## src/rtl/sbus_time_pkg.sv

```systemverilog
`timescale 1ns/1ps
package sbus_time_pkg;

    localparam int unsigned USEC_PER_SEC   = 1000000;
    localparam int unsigned USEC_PER_UNIT  = 125;
    localparam int unsigned MIN_USEC       = 100000;
    localparam int unsigned FRAC_RESET     = 800;
    localparam int          SEC_W          = 3;
    localparam int          FRAC_W         = 13;
    localparam int          FRAC_LSB       = 19;
    localparam int          SECS_W         = 25;
    localparam int          SECS_LSB       = 7;

    typedef enum logic [1:0] {
        RSP_OK       = 2'd0,
        RSP_TYPE_ERR = 2'd1,
        RSP_ADDR_ERR = 2'd2
    } rsp_code_e;

    typedef enum logic [2:0] {
        SEL_TO_SEC,
        SEL_TO_FRAC,
        SEL_CYCLE,
        SEL_BUSTIME,
        SEL_NONE
    } reg_sel_e;

    typedef struct packed {
        reg_sel_e sel;
        logic     misaligned;
    } decode_t;

    typedef struct packed {
        logic             wr_sec;
        logic             wr_frac;
        logic             wr_cycle;
        logic             wr_bus;
        logic             rd_time;
        rsp_code_e        code;
        logic [31:0]      rdata;
    } action_t;

    // Clamped timeout in microseconds for a seconds / fraction pair
    function automatic logic [31:0] timeout_usec(input logic [SEC_W-1:0]  sec,
                                                 input logic [FRAC_W-1:0] frac);
        logic [31:0] raw;
        raw = 32'(sec) * 32'(USEC_PER_SEC) + 32'(frac) * 32'(USEC_PER_UNIT);
        return (raw < 32'(MIN_USEC)) ? 32'(MIN_USEC) : raw;
    endfunction

    // Tick count that applies straight out of reset
    function automatic int unsigned reset_ticks(input int unsigned tick_us);
        int unsigned us;
        us = FRAC_RESET * USEC_PER_UNIT;
        if (us < MIN_USEC) us = MIN_USEC;
        return us / tick_us;
    endfunction

endpackage

```

## src/rtl/sbus_time_decode.sv

```systemverilog
`timescale 1ns/1ps
module sbus_time_decode
    import sbus_time_pkg::*;
#(
    parameter int ADDR_W = 8
) (
    input  logic [ADDR_W-1:0] offset,
    output decode_t           dec
);
    localparam int IDX_W = ADDR_W - 2;

    logic [IDX_W-1:0] word_idx;

    always_comb begin
        word_idx       = offset[ADDR_W-1:2];
        dec.misaligned = (offset[1:0] != 2'b00);
        case (word_idx)
            IDX_W'(0): dec.sel = SEL_TO_SEC;
            IDX_W'(1): dec.sel = SEL_TO_FRAC;
            IDX_W'(2): dec.sel = SEL_CYCLE;
            IDX_W'(3): dec.sel = SEL_BUSTIME;
            default:   dec.sel = SEL_NONE;
        endcase
    end
endmodule

```

## src/rtl/sbus_time_bustime.sv

```systemverilog
`timescale 1ns/1ps
module sbus_time_bustime
    import sbus_time_pkg::*;
(
    input  logic        clk,
    input  logic        rst,
    input  logic        rd_time,
    input  logic        wr_cycle,
    input  logic        wr_bus,
    input  logic [31:0] wdata,
    input  logic [31:0] sample,
    output logic [31:0] cycle_rdata,
    output logic [31:0] bus_rdata
);
    logic [31:0]       last_sample;
    logic [SECS_W-1:0] secs_q;
    logic [SECS_W-1:0] secs_adv;
    logic              rolled;

    always_comb begin
        rolled      = (sample < last_sample);
        secs_adv    = secs_q + SECS_W'(rolled);
        cycle_rdata = sample;
        bus_rdata   = {secs_adv, sample[31:32-SECS_LSB]};
    end

    always_ff @(posedge clk) begin
        if (rst) begin
            last_sample <= '0;
            secs_q      <= '0;
        end else if (wr_cycle) begin
            last_sample <= wdata;
        end else if (wr_bus) begin
            secs_q      <= wdata[31:SECS_LSB];
        end else if (rd_time) begin
            last_sample <= sample;
            secs_q      <= secs_adv;
        end
    end
endmodule

```

## src/rtl/sbus_time_timeout.sv

```systemverilog
`timescale 1ns/1ps
module sbus_time_timeout
    import sbus_time_pkg::*;
#(
    parameter int USEC_W = 24
) (
    input  logic              clk,
    input  logic              rst,
    input  logic              wr_sec,
    input  logic              wr_frac,
    input  logic [31:0]       wdata,
    output logic [31:0]       sec_rdata,
    output logic [31:0]       frac_rdata,
    output logic [USEC_W-1:0] usec,
    output logic              changed
);
    logic [SEC_W-1:0]  sec_q;
    logic [FRAC_W-1:0] frac_q;
    logic [31:0]       usec_full;

    always_ff @(posedge clk) begin
        if (rst) begin
            sec_q   <= '0;
            frac_q  <= FRAC_W'(FRAC_RESET);
            changed <= 1'b0;
        end else begin
            if (wr_sec)  sec_q  <= wdata[SEC_W-1:0];
            if (wr_frac) frac_q <= wdata[31:FRAC_LSB];
            changed <= wr_sec | wr_frac;
        end
    end

    always_comb begin
        sec_rdata  = {{(32-SEC_W){1'b0}}, sec_q};
        frac_rdata = {frac_q, {FRAC_LSB{1'b0}}};
        usec_full  = timeout_usec(sec_q, frac_q);
        usec       = usec_full[USEC_W-1:0];
    end
endmodule

```

## src/rtl/sbus_time_div.sv

```systemverilog
`timescale 1ns/1ps
module sbus_time_div #(
    parameter int          W        = 24,
    parameter int unsigned DIVISOR  = 1000,
    parameter int unsigned RESET_Q  = 100
) (
    input  logic         clk,
    input  logic         rst,
    input  logic         start,
    input  logic [W-1:0] dividend,
    output logic [W-1:0] quotient
);
    localparam int         CNT_W   = $clog2(W + 1);
    localparam logic [W:0] DIV_EXT = (W+1)'(DIVISOR);

    logic             busy;
    logic [CNT_W-1:0] cnt;
    logic [W-1:0]     rem;
    logic [W-1:0]     quo;
    logic [W:0]       shifted;
    logic [W:0]       diff;
    logic             fits;
    logic [W-1:0]     rem_nxt;
    logic [W-1:0]     quo_nxt;

    always_comb begin
        shifted = {rem, quo[W-1]};
        diff    = shifted - DIV_EXT;
        fits    = (shifted >= DIV_EXT);
        rem_nxt = fits ? diff[W-1:0] : shifted[W-1:0];
        quo_nxt = {quo[W-2:0], fits};
    end

    always_ff @(posedge clk) begin
        if (rst) begin
            busy     <= 1'b0;
            cnt      <= '0;
            rem      <= '0;
            quo      <= '0;
            quotient <= W'(RESET_Q);
        end else if (start) begin
            busy <= 1'b1;
            cnt  <= CNT_W'(W);
            rem  <= '0;
            quo  <= dividend;
        end else if (busy) begin
            rem <= rem_nxt;
            quo <= quo_nxt;
            cnt <= cnt - CNT_W'(1);
            if (cnt == CNT_W'(1)) begin
                busy     <= 1'b0;
                quotient <= quo_nxt;
            end
        end
    end
endmodule

```

## src/rtl/sbus_time_csr.sv

```systemverilog
`timescale 1ns/1ps
module sbus_time_csr
    import sbus_time_pkg::*;
#(
    parameter int          ADDR_W  = 8,
    parameter int unsigned TICK_US = 1000,
    parameter int          USEC_W  = 24,
    parameter int          TICK_W  = USEC_W
) (
    input  logic              clk,
    input  logic              rst,
    input  logic              req_valid,
    input  logic              req_write,
    input  logic [ADDR_W-1:0] req_offset,
    input  logic [31:0]       req_wdata,
    input  logic [31:0]       cyc_sample,
    output logic              rsp_valid,
    output logic [1:0]        rsp_code,
    output logic [31:0]       rsp_rdata,
    output logic              cyc_load_valid,
    output logic [31:0]       cyc_load_data,
    output logic [TICK_W-1:0] expiry_ticks
);
    localparam int unsigned INIT_TICKS = reset_ticks(TICK_US);

    decode_t           dec;
    action_t           act;
    logic [31:0]       sec_rdata;
    logic [31:0]       frac_rdata;
    logic [31:0]       cycle_rdata;
    logic [31:0]       bus_rdata;
    logic [USEC_W-1:0] usec;
    logic              to_changed;
    logic [USEC_W-1:0] ticks_full;

    sbus_time_decode #(.ADDR_W(ADDR_W)) u_decode (
        .offset (req_offset),
        .dec    (dec)
    );

    always_comb begin
        act = '{wr_sec: 1'b0, wr_frac: 1'b0, wr_cycle: 1'b0, wr_bus: 1'b0,
                rd_time: 1'b0, code: RSP_OK, rdata: 32'd0};
        if (req_valid) begin
            if (dec.misaligned) begin
                act.code = RSP_TYPE_ERR;
            end else begin
                case (dec.sel)
                    SEL_TO_SEC: begin
                        act.wr_sec = req_write;
                        act.rdata  = sec_rdata;
                    end
                    SEL_TO_FRAC: begin
                        act.wr_frac = req_write;
                        act.rdata   = frac_rdata;
                    end
                    SEL_CYCLE: begin
                        act.wr_cycle = req_write;
                        act.rd_time  = !req_write;
                        act.rdata    = cycle_rdata;
                    end
                    SEL_BUSTIME: begin
                        act.wr_bus  = req_write;
                        act.rd_time = !req_write;
                        act.rdata   = bus_rdata;
                    end
                    default: act.code = RSP_ADDR_ERR;
                endcase
            end
            if (req_write || act.code != RSP_OK) act.rdata = 32'd0;
        end
    end

    sbus_time_bustime u_bustime (
        .clk         (clk),
        .rst         (rst),
        .rd_time     (act.rd_time),
        .wr_cycle    (act.wr_cycle),
        .wr_bus      (act.wr_bus),
        .wdata       (req_wdata),
        .sample      (cyc_sample),
        .cycle_rdata (cycle_rdata),
        .bus_rdata   (bus_rdata)
    );

    sbus_time_timeout #(.USEC_W(USEC_W)) u_timeout (
        .clk        (clk),
        .rst        (rst),
        .wr_sec     (act.wr_sec),
        .wr_frac    (act.wr_frac),
        .wdata      (req_wdata),
        .sec_rdata  (sec_rdata),
        .frac_rdata (frac_rdata),
        .usec       (usec),
        .changed    (to_changed)
    );

    sbus_time_div #(
        .W       (USEC_W),
        .DIVISOR (TICK_US),
        .RESET_Q (INIT_TICKS)
    ) u_div (
        .clk      (clk),
        .rst      (rst),
        .start    (to_changed),
        .dividend (usec),
        .quotient (ticks_full)
    );

    generate
        if (TICK_W >= USEC_W) begin : g_wide
            assign expiry_ticks = TICK_W'(ticks_full);
        end else begin : g_narrow
            assign expiry_ticks = ticks_full[TICK_W-1:0];
        end
    endgenerate

    always_ff @(posedge clk) begin
        if (rst) begin
            rsp_valid      <= 1'b0;
            rsp_code       <= RSP_OK;
            rsp_rdata      <= '0;
            cyc_load_valid <= 1'b0;
            cyc_load_data  <= '0;
        end else begin
            rsp_valid      <= req_valid;
            rsp_code       <= act.code;
            rsp_rdata      <= act.rdata;
            cyc_load_valid <= act.wr_cycle;
            cyc_load_data  <= act.wr_cycle ? req_wdata : cyc_load_data;
        end
    end
endmodule

```

## config.mk

```make
export PLATFORM = sky130hd
export DESIGN_NAME = sbus_time_csr
export DESIGN_NICKNAME = d
export VERILOG_FILES = /design/src/rtl/sbus_time_pkg.sv /design/src/rtl/sbus_time_decode.sv /design/src/rtl/sbus_time_bustime.sv /design/src/rtl/sbus_time_timeout.sv /design/src/rtl/sbus_time_div.sv /design/src/rtl/sbus_time_csr.sv
export SDC_FILE = /design/constraint.sdc
export NUM_CORES = 1
export LEC_CHECK = 0
export BUFFER_PORTS_ARGS = -buffer_cell sky130_fd_sc_hd__buf_2
export CORE_ASPECT_RATIO = 1.25
export CORE_MARGIN = 3
export CORE_UTILIZATION = 40
export DETAILED_ROUTE_END_ITERATION = 6
export PLACE_DENSITY = 0.71
export SLEW_MARGIN = 20
export SYNTH_ARGS = -nofsm -noshare
export SYNTH_HDL_FRONTEND = slang
export SYNTH_SLANG_ARGS = --single-unit
```

## constraint.sdc

```tcl
create_clock -name clk -period 6 [get_ports clk]
set_input_delay 0.6 -clock clk [delete_from_list [all_inputs] [get_ports clk]]
set_output_delay 0.6 -clock clk [all_outputs]
set_load 0.005 [all_outputs]
```

==> summary.txt, run 1 <==
Status
  • Status: completed

Routing
  • DRT iter0 DRCs: 731
  • Number of remaining DRC errors: 0
  • Vias: 11548
  • Vias per inst: 5.35
  • Antenna-violating nets left: 0
  • Final wirelength: 35400 µm
  • DR WL/cell: 16.4 µm
  • Drt pass-1 iters: 6

CTS
  • H-tree levels: 1
  • Longest Clk Path Bufs: 3
  • CTS Buf Count: 25
  • Worst-skew pair later-pin latency: 520 ps
  • Clk slew on worst S/H paths: 60 ps
  • CTS root buf: clkbuf_16
  • CTS tree: yes
  • CTS Hold Buffers Added: 0
  • CTS sink count: 220

Synthesis
  • Synth area leader: dfxtp_1
  • Top-area cell type share of the netlist area: 0.331
  • Syn Inst Count: 1605
  • Sequential fraction of the synthesis area: 0.331
  • Top post-synthesis cells by area: dfxtp_1, ha_1, fa_1
  • Net Count, Synth: 1833
  • #FFs+latches synth: 220
  • YS warnings: 0
  • Average cell area after synthesis: 8.28 µm²
  • Post-synth EDFFs: 0
  • Synthesized cell area: 13300 µm²
  • Unique masters post-synth: 78
  • Commonest cells post-synth: nand2_1, dfxtp_1, inv_1
  • Asr flop ratio synth: 0
  • Most frequent cell after synthesis: nand2_1
  • Primary FF master, synth: dfxtp_1

Worst setup path
  • CP Class: flip-flop to flip-flop
  • Worst path max stage delay: 530 ps
  • Worst-path fanout max: 10
  • CP required: 6410 ps
  • Startpoint types: flip-flop
  • Reg2reg setup slack: 390 ps
  • Family with the most delay on the worst path: adder cells
  • Worst path slowest cell: fa_1
  • Critical path endpoint category: flip-flop
  • Crit path DAT: 6020 ps
  • Worst path bufs/invs: 4
  • Crit path cell chain: inv_1, fa_1, fa_1, inv_1, fa_1, inv_1, fa_1, inv_1, ha_1, a21o_4, a31oi_2, a21oi_2, or3_1, a211oi_1, a211oi_2, or3_4, a32o_1

Power and ir drop
  • Peak supply drop: 0.000277 V
  • Leakage: 6.44 nW
  • P per Cell Area: 222 nW/µm²

STA
  • Highest clock rate: 178 MHz
  • Max_slew headroom: 0.254
  • Final period util: 0.935
  • Fin. max-slew vios: 0
  • RSZ-0062 raised after global routing: false
  • Final Skew: 10.4 ps
  • Final worst path period need: 5610 ps
  • Setup TNS: 0 ps
  • Slew @ Worst Pin: 1120 ps
  • Final setup fails: 0
  • Final hold violation count: 0
  • Final WS setup: 387 ps

GRT
  • Gr usage total: 0.193
  • First-pass GRT wire length: 57100 µm
  • Initial antenna violation count: 8
  • Largest net degree at the start of global routing: 104
  • Number of global-route vias before repair: 11433
  • Remaining Overflow, GRT: 0

Flow run
  • MaxCap Viol Count: 0

Die
  • Chip Width: 169 µm
  • Site Rows: 74
  • Initial core utilization: 0.407
  • Core Footprint: 32700 µm²
  • Die ar.: 35500 µm²
  • Die Span Y: 210 µm
  • I/O pin total: 168

Finish
  • Fill cells: 3171
  • Nets: 1951
  • Layout cell share with drive strength beyond 1: 0.155
  • Area delta synth->final: 16.0%

Worst hold path
  • Hold WC Path Type: input pin to flip-flop

Placed design
  • Port bufs: 167
  • DP Wirelength: 26400 µm
  • Pre-CTS setup slack: 322 ps
  • Gpl congestion: 0.886
layer usage:
| layer | global-route usage | part of all wire | vias up |
|---|---|---|---|
| li1 | - | - | 5682 |
| met1 | 0.236 | 0.41 | 5464 |
| met2 | 0.349 | 0.50 | 316 |
| met3 | 0.0347 | 0.063 | 74 |
| met4 | 0.0515 | 0.025 | 12 |
| met5 | 0 | 0.0018 | - |
final cells by class:
cell class,instances,area [µm²],area share
Clock inverter,11,265,0.0172
Inverter,163,612,0.0397
Timing Repair Buffer,181,943,0.0612
Antenna cell,2,5.00,0.000325
Clock buffer,33,716,0.0464
Tap cell,418,523,0.0339
Sequential cell,220,4410,0.286
Multi-Input combinational cell,1132,7950,0.515
timing repair:
item,in CTS,in global routing
buffers inserted,0,0
gates resized for setup,0,3
setup endpoints to repair,0,6
cells by family (layout without fill, tap and decap cells):
| family | Yosys count | count (layout) | synth area share |
|---|---|---|---|
| multiplexers | 37 | 37 | 0.0290 |
| AO/OA/AOI/OAI | 349 | 349 | 0.173 |
| buffers and inverters | 253 | 388 | 0.0729 |
| XOR/XNOR | 69 | 69 | 0.0455 |
| adder cells (fa/ha/maj) | 152 | 152 | 0.175 |
| flip-flops | 220 | 220 | 0.331 |
| other | 0 | 2 | 0 |
| AND/OR/NAND/NOR | 525 | 525 | 0.173 |
where the power goes:
part | switching, mW | total (mW) | leakage (nW) | internal, mW
Sequential | 0.00131 | 1.46 | 1.77 | 1.46
Combinational | 0.100 | 0.156 | 4.19 | 0.0558
Clock | 0.628 | 1.81 | 0.476 | 1.18
through the flow:
step	cell area, µm²	instances	hold WS [ps]	power, mW	utilization
final	15400	2160	342	3.43	0.472
after detailed placement	14400	2114	443	1.65	0.441
after global routing	15400	2159	351	3.53	0.472
after CTS	15400	2158	324	3.45	0.471
after floorplan	13300	1605	439	1.58	-
after global placement	14400	2114	438	1.65	0.441
worst reg2reg max path: cells and delay by family, from the launching register on:
kind | cells | cell delay (ps)
buffers and inverters | 4 | 290
AOI/OAI and AO/OA | 6 | 1450
adders and majority gates | 5 | 2500
DFF | 1 | 460
and+or+nand+nor | 2 | 790
worst paths after layout:
path	cells after the start	to	startpoint
worst max-delay path	17	u_div.quo[14]$_SDFFE_PP0P_	u_timeout.frac_q[2]$_SDFFE_PP0P_
worst min-delay path	3	u_bustime.last_sample[5]$_SDFFE_PP0P_	req_wdata[5]
worst max register to register	17	u_div.quo[14]$_SDFFE_PP0P_	u_timeout.frac_q[2]$_SDFFE_PP0P_
worst min register to register	2	u_div.quotient[7]$_SDFFE_PP0P_	u_div.quotient[7]$_SDFFE_PP0P_
state kept, by name, indices dropped and copies added (netlist names):
name	flops
cyc_load_data	32
rsp_rdata	32
u_bustime.last_sample	32
u_bustime.secs_q	25
u_div.quo	24
u_div.quotient	24
u_div.rem	24
u_timeout.frac_q	13
u_div.cnt	5
u_timeout.sec_q	3
rsp_code	2
cyc_load_valid	1
rsp_valid	1
u_div.busy	1
u_timeout.changed	1
cells in the final DEF, fill, tap and decap left out, types with 4 or more instances in the layout:
cell / n
o31ai_1: 8
buf_4: 15
a211oi_1: 46
xor2_1: 38
clkbuf_8: 6
a31oi_1: 33
a21oi_1: 119
nor2b_1: 11
o211ai_1: 7
mux2_2: 12
nand2_1: 259
dfxtp_1: 219
nand3_1: 24
and2_1: 4
inv_1: 163
clkbuf_16: 25
nand4_1: 17
a222oi_1: 12
fa_1: 57
a21o_1: 19
nand2b_1: 4
ha_1: 95
and3_1: 4
nor3_1: 20
a311oi_1: 11
or2_2: 4
o21ai_0: 50
mux2i_1: 25
xnor2_1: 31
a32o_1: 6
bufinv_16: 8
nor2_1: 129
buf_2: 166
or3_1: 15
nor4_1: 8
No activity file was read; power rests on OpenSTA's default activity.
==> inputs of run 2 (changes only) <==
--- a/config.mk
+++ b/config.mk
@@ -5,12 +5,15 @@
 export SDC_FILE = /design/constraint.sdc
 export NUM_CORES = 1
 export LEC_CHECK = 0
+export ABC_AREA = 1
 export BUFFER_PORTS_ARGS = -buffer_cell sky130_fd_sc_hd__buf_2
 export CORE_ASPECT_RATIO = 1.25
 export CORE_MARGIN = 3
 export CORE_UTILIZATION = 40
 export DETAILED_ROUTE_END_ITERATION = 6
-export PLACE_DENSITY = 0.71
+export PLACE_DENSITY = 0.7
+export REMOVE_ABC_BUFFERS = 1
+export SKIP_CTS_REPAIR_TIMING = 1
 export SLEW_MARGIN = 20
 export SYNTH_ARGS = -nofsm -noshare
 export SYNTH_HDL_FRONTEND = slang
==> run 2 against run 1 <==
Effect of this change: area after synthesis up 3.0%; power down 6.3%; via count up 10%; design area up 1.8%; die area up 2.9%; final cell count up 15%; non-clock buffer count down 3; core utilization down 0.59 points; synthesized cell count up 19%; register-to-register slack better by 620 ps; sequential power about the same; setup slack better by 620 ps; largest cell class unchanged.
==> summary.txt, run 2 <==
Synthesis
  • #FFs+latches synth: 220
  • Xor and xnor area share after synthesis: 0.0217
  • Primary FF master, synth: dfxtp_1
  • Unique masters post-synth: 51
  • Asr flop ratio synth: 0
  • Adder-Cell Fraction of Synth Area: 0.170
  • Most frequent cell after synthesis: nand2_1
  • Synth Area in Compound Gates: 0.158
  • Average cell area after synthesis: 7.20 µm²
  • Post-synth EDFFs: 0
  • Synth area leader: dfxtp_1
  • Synthesized cell area: 13700 µm²
  • Commonest cells post-synth: nand2_1, inv_1, dfxtp_1
  • Multiplexer area fraction after synthesis: 0
  • Top-area cell type share of the netlist area: 0.322
  • YS warnings: 0
  • Post-synthesis simple-gate area fraction: 0.225
  • Largest family of logic cells by synthesized area: simple AND/OR/NAND/NOR gates
  • Sequential fraction of the synthesis area: 0.322
  • Syn Inst Count: 1903
  • Top post-synthesis cells by area: dfxtp_1, nand2_1, ha_1

STA
  • Final Skew: 19.1 ps
  • RSZ-0062 raised after global routing: false
  • Final hold violation count: 0
  • Max_slew headroom: 0.350
  • Final worst path period need: 4990 ps
  • Setup TNS: 0 ps
  • Final setup fails: 0
  • Highest clock rate: 200 MHz
  • Worst hold margin: 314 ps
  • Slew @ Worst Pin: 971 ps
  • Fin. max-slew vios: 0
  • Final period util: 0.832

Die
  • Core Footprint: 33700 µm²
  • Site Rows: 75
  • Die ar.: 36500 µm²
  • I/O pin total: 168
  • Chip Width: 172 µm
  • Initial core utilization: 0.407
  • Die Span Y: 213 µm

Finish
  • Ant. Diodes: 0
  • Layout cell share with drive strength beyond 1: 0.127
  • Nets: 2263
  • Most frequent cells in the layout: nand2_1, inv_1, dfxtp_1, a21oi_1, buf_2
  • Largest registers: cyc_load_data x32, rsp_rdata x32, u_bustime.last_sample x32
  • Area delta synth->final: 14.6%
  • Commonest non-fill, non-tap cell in the layout: nand2_1

CTS
  • Longest Clk Path Bufs: 3
  • CTS tree: yes
  • H-tree levels: 1
  • Worst-skew pair later-pin latency: 540 ps
  • CTS Buf Count: 25
  • CTS sink count: 220
  • Clk slew on worst S/H paths: 60 ps
  • CTS root buf: clkbuf_16

Worst setup path
  • Worst path slowest cell: fa_1
  • Crit path cell chain: inv_1, fa_1, fa_1, inv_1, fa_1, inv_1, fa_1, inv_1, ha_1, nand2_2, inv_1, a21oi_1, nand2_1, nand2_1, nand2_1, a21oi_1, nand2_1, nor2_2, nand3_2, nand2_1, nand2_1, a21oi_1
  • CP required: 6450 ps
  • Reg-to-Reg Start: u_timeout.frac_q[4]$_SDFFE_PP0P_
  • Startpoint types: flip-flop
  • Worst reg2reg path depth: 22
  • Most used cell, CP: nand2_1
  • Worst-path fanout max: 15
  • Worst setup path start: u_timeout.frac_q[4]$_SDFFE_PP0P_
  • Crit path DAT: 5450 ps
  • Worst path max stage delay: 530 ps
  • CP Class: flip-flop to flip-flop
  • Critical path endpoint category: flip-flop

Worst hold path
  • Hold WC Path Type: input pin to flip-flop
  • HP Start: req_offset[0]
  • Worst Hold Depth: 3

Power and ir drop
  • P per Cell Area: 205 nW/µm²
  • Peak supply drop: 0.000216 V
  • Leakage: 7.09 nW

GRT
  • Initial antenna violation count: 0
  • First-pass GRT wire length: 60700 µm
  • Remaining Overflow, GRT: 0
  • Gr usage total: 0.203
  • Largest net degree at the start of global routing: 66
  • Number of global-route vias before repair: 12351

Routing
  • Drt pass-1 iters: 5
  • WL met2: 18100 µm
  • Highest Signal Layer: met4
  • Number of remaining DRC errors: 0
  • Wl on met1: 16100 µm
  • Vias per inst: 5.14
  • Met3 WL: 2040 µm
  • DR WL/cell: 15.1 µm
  • Final wirelength: 37400 µm
  • Antenna-violating nets left: 0
  • Vias: 12727
  • DRT iter0 DRCs: 883

Status
  • Status: completed

Placed design
  • Gpl congestion: 0.894
  • DP Wirelength: 27900 µm
  • Port bufs: 167

Flow run
  • MaxCap Viol Count: 0
run 2: cell count changes in the layout (fill, tap and decap cells not counted), sizes merged, moves of 25 or more:
cell / previous run / this run
a21oi: 121 / 197
o21ai: 51 / 119
mux2i: 25 / 0
a211oi: 48 / 5
inv: 165 / 290
nand2: 259 / 477
nand3: 24 / 66
run 2: path summary, 6_finish.rpt:
path	endpoint	slack (ps)
worst max-delay path	u_div.quo[10]$_SDFFE_PP0P_	1010
worst min-delay path	rsp_code[0]$_SDFF_PP0_	310
worst max register to register	u_div.quo[10]$_SDFFE_PP0P_	1010
worst min register to register	u_div.quotient[5]$_SDFFE_PP1P_	450
run 2: metal layers:
metal / global-route usage / vias to the layer above
met3: 0.0335 / 63
met1: 0.249 / 5919
met5: 0 / -
met4: 0.0763 / 0
li1: - / 6400
met2: 0.355 / 345
run 2: worst max-delay path: cells and delay by family, from the launching register on:
family	cells	cell delay (ps)
DFF	1	430
and+or+nand+nor	9	1200
adders and majority gates	5	2440
AOI/OAI and AO/OA	3	440
buffers and inverters	5	370
run 2: cells by family (layout without fill, tap and decap cells):
kind of cell	after synthesis	in the layout
buffers and inverters	366	514
DFF	220	220
and+or+nand+nor	730	730
adders and majority gates	152	152
xor gates and xnor gates	34	34
AOI/OAI and AO/OA	401	401
run 2: area by class of cell:
class,count,area (µm²)
Fill cell,3364,18000
Clock inverter,13,156
Inverter,293,1100
Tap cell,423,529
Sequential cell,220,4400
Multi-Input combinational cell,1317,7890
Timing Repair Buffer,178,921
Clock buffer,30,694
run 2: through the flow:
stage	power (mW)	cells	instance area, µm²	util	setup WS, ps
final	3.21	2474	15700	0.466	1010
after global routing	3.32	2474	15700	0.466	593
after CTS	3.24	2474	15700	0.466	1020
after detailed placement	1.65	2431	14800	0.441	1030
after global placement	1.65	2431	14800	0.441	1080
after floorplan	1.57	1830	13400	-	1570
run 2: report_power, final:
| group | internal, mW | switching [mW] | leakage (nW) |
|---|---|---|---|
| clock | 0.952 | 0.637 | 0.424 |
| combinational | 0.0529 | 0.104 | 4.90 |
| sequential | 1.46 | 0.00198 | 1.77 |
| total | 2.47 | 0.743 | 7.09 |
==> inputs of run 3 (changes only) <==
--- a/config.mk
+++ b/config.mk
@@ -5,13 +5,13 @@
 export SDC_FILE = /design/constraint.sdc
 export NUM_CORES = 1
 export LEC_CHECK = 0
-export ABC_AREA = 1
+export ABC_AREA = 0
 export BUFFER_PORTS_ARGS = -buffer_cell sky130_fd_sc_hd__buf_2
 export CORE_ASPECT_RATIO = 1.25
 export CORE_MARGIN = 3
 export CORE_UTILIZATION = 40
 export DETAILED_ROUTE_END_ITERATION = 6
-export PLACE_DENSITY = 0.7
+export PLACE_DENSITY = 0.73
 export REMOVE_ABC_BUFFERS = 1
 export SKIP_CTS_REPAIR_TIMING = 1
 export SLEW_MARGIN = 20
==> constraint.sdc (replaced) <==
create_clock -name clk -period 4.3 [get_ports clk]
set_input_delay 0.43 -clock clk [delete_from_list [all_inputs] [get_ports clk]]
set_output_delay 0.43 -clock clk [all_outputs]
set_load 0.005 [all_outputs]
==> run 3 against run 2 <==
Effect of this change: the flow now finishes with violations (setup timing); core utilization rose by 5.3 points; global-route usage fell by 0.57 points; sequential share of layout area fell by 2.0 points; largest power group unchanged.
==> summary.txt, run 3 (synthesized netlist as in run 1, its figures left out) <==
CTS
  • CTS sink count: 220
  • Longest Clk Path Bufs: 3
  • CTS root buf: clkbuf_16
  • H-tree levels: 1
  • Worst-skew pair later-pin latency: 530 ps
  • Clk slew on worst S/H paths: 60 ps
  • CTS Buf Count: 24
  • CTS tree: yes

Routing
  • Final wirelength: 36700 µm
  • Vias: 12104
  • Vias per inst: 5.24
  • DRT iter0 DRCs: 901
  • Drt pass-1 iters: 6
  • Antenna-violating nets left: 0
  • Number of remaining DRC errors: 0
  • DR WL/cell: 15.9 µm

Finish
  • Non-Filler Instances: 2309
  • Multi-input gate area: 8440 µm²
  • Layout cell share with drive strength beyond 1: 0.265
  • Nets: 2101
  • Commonest non-fill, non-tap cell in the layout: nand2_1
  • Design area: 16900 µm²
  • Ant. Diodes: 0
  • Reg area: 4420 µm²
  • Most frequent cells in the layout: nand2_1, dfxtp_1, buf_2, buf_4, inv_1
  • Largest registers: cyc_load_data x32, rsp_rdata x32, u_bustime.last_sample x32
  • Area delta synth->final: 27.5%
  • Fill cells: 2951
  • Final Util: 0.518

STA
  • Setup TNS: -12800 ps
  • RSZ-0062 raised after global routing: true
  • Slew @ Worst Pin: 719 ps
  • Fin. max-slew vios: 0
  • Highest clock rate: 196 MHz
  • Final period util: 1.19
  • Final WS setup: -802 ps
  • Final Skew: 8.77 ps
  • Final worst path period need: 5100 ps
  • Max_slew headroom: 0.520
  • Final hold violation count: 0
  • Final setup fails: 23

GRT
  • Number of global-route vias before repair: 11992
  • Gr usage total: 0.197
  • Initial antenna violation count: 0
  • First-pass GRT wire length: 58500 µm
  • Remaining Overflow, GRT: 0
  • Largest net degree at the start of global routing: 52

Worst setup path
  • Crit path DAT: 5520 ps
  • CP Class: flip-flop to flip-flop
  • Startpoint types: flip-flop
  • Worst-path fanout max: 7
  • CP required: 4720 ps
  • Critical path endpoint category: flip-flop

Status
  • Status: complete, but fails checks
  • Violated checks: setup timing

Placed design
  • DP Wirelength: 26900 µm
  • Port bufs: 167
  • Gpl congestion: 0.878
  • Area post-placement: 15500 µm²
  • Placed cells: 2252

Power and ir drop
  • Peak supply drop: 0.000353 V
  • Tot Pwr: 4.38 mW
  • P per Cell Area: 258 nW/µm²
  • Leakage: 7.18 nW

Die
  • Die ar.: 35500 µm²
  • Chip Width: 169 µm
  • Initial core utilization: 0.407
  • Die Span Y: 210 µm
  • Core Footprint: 32700 µm²
  • Site Rows: 74
  • I/O pin total: 168

Flow run
  • MaxCap Viol Count: 0

Worst hold path
  • Hold WC Path Type: input pin to flip-flop
-- run 3: changes by cell type in the layout (fill, tap and decap cells not counted), sizes merged, moves of 16 or more --
cell / change
a21o: +19
xnor2: +23
a21oi: -76
buf: +154
nand3: -42
o21ai: -68
mux2i: +25
a31oi: -18
a211oi: +43
inv: -125
nand2: -218
or3: +16
-- run 3: power by group --
group	switching (mW)	internal [mW]
combinational	0.155	0.106
clock	0.860	1.21
sequential	0.00200	2.04
total	1.02	3.36
-- run 3: critical path, cell delays in order, from the launching register on --
cell and delay, ps:
dfxtp_2 320, buf_6 110, fa_1 580, fa_1 460, fa_1 550, inv_2 40, fa_1 480, inv_2 50
ha_4 200, and2b_2 220, o2111ai_4 310, a211oi_4 120, or4_4 560, a21oi_2 130, o211ai_1 130, or3_4 440
a32o_1 270
-- run 3: final cells by class --
type / instances / share of cell area
sequential: 220 / 0.261
inverter: 163 / 0.0363
timing repair buffer: 332 / 0.126
clock buffer: 33 / 0.0417
tap: 418 / 0.0309
clock inverter: 11 / 0.00576
multi-input combinational: 1132 / 0.498
-- run 3: worst paths after layout --
| check | from | slack (ps) | depth (start not counted) | to |
|---|---|---|---|---|
| setup / recovery | u_timeout.frac_q[2]$_SDFFE_PP0P_ | -800 | 16 | u_div.quo[13]$_SDFFE_PP0P_ |
| hold / removal | req_wdata[22] | 160 | 3 | u_timeout.frac_q[3]$_SDFFE_PP0P_ |
| setup reg to reg | u_timeout.frac_q[2]$_SDFFE_PP0P_ | -800 | 16 | u_div.quo[13]$_SDFFE_PP0P_ |
| hold reg to reg | u_div.quotient[8]$_SDFFE_PP0P_ | 450 | 2 | u_div.quotient[8]$_SDFFE_PP0P_ |
-- run 3: stage by stage --
step | setup slack (ps) | hold slack [ps]
after floorplan | -967 | 433
after global placement | -869 | 439
after detailed placement | -1030 | 444
after CTS | -1030 | 142
after global routing | -957 | 152
final | -802 | 164
-- run 3: routing by layer --
metal	up-vias	GRT usage	wire, µm
li1	5987	-	-
met1	5706	0.226	14600
met2	324	0.361	18600
met3	87	0.0403	2220
met4	0	0.0703	1310
met5	-	0	0
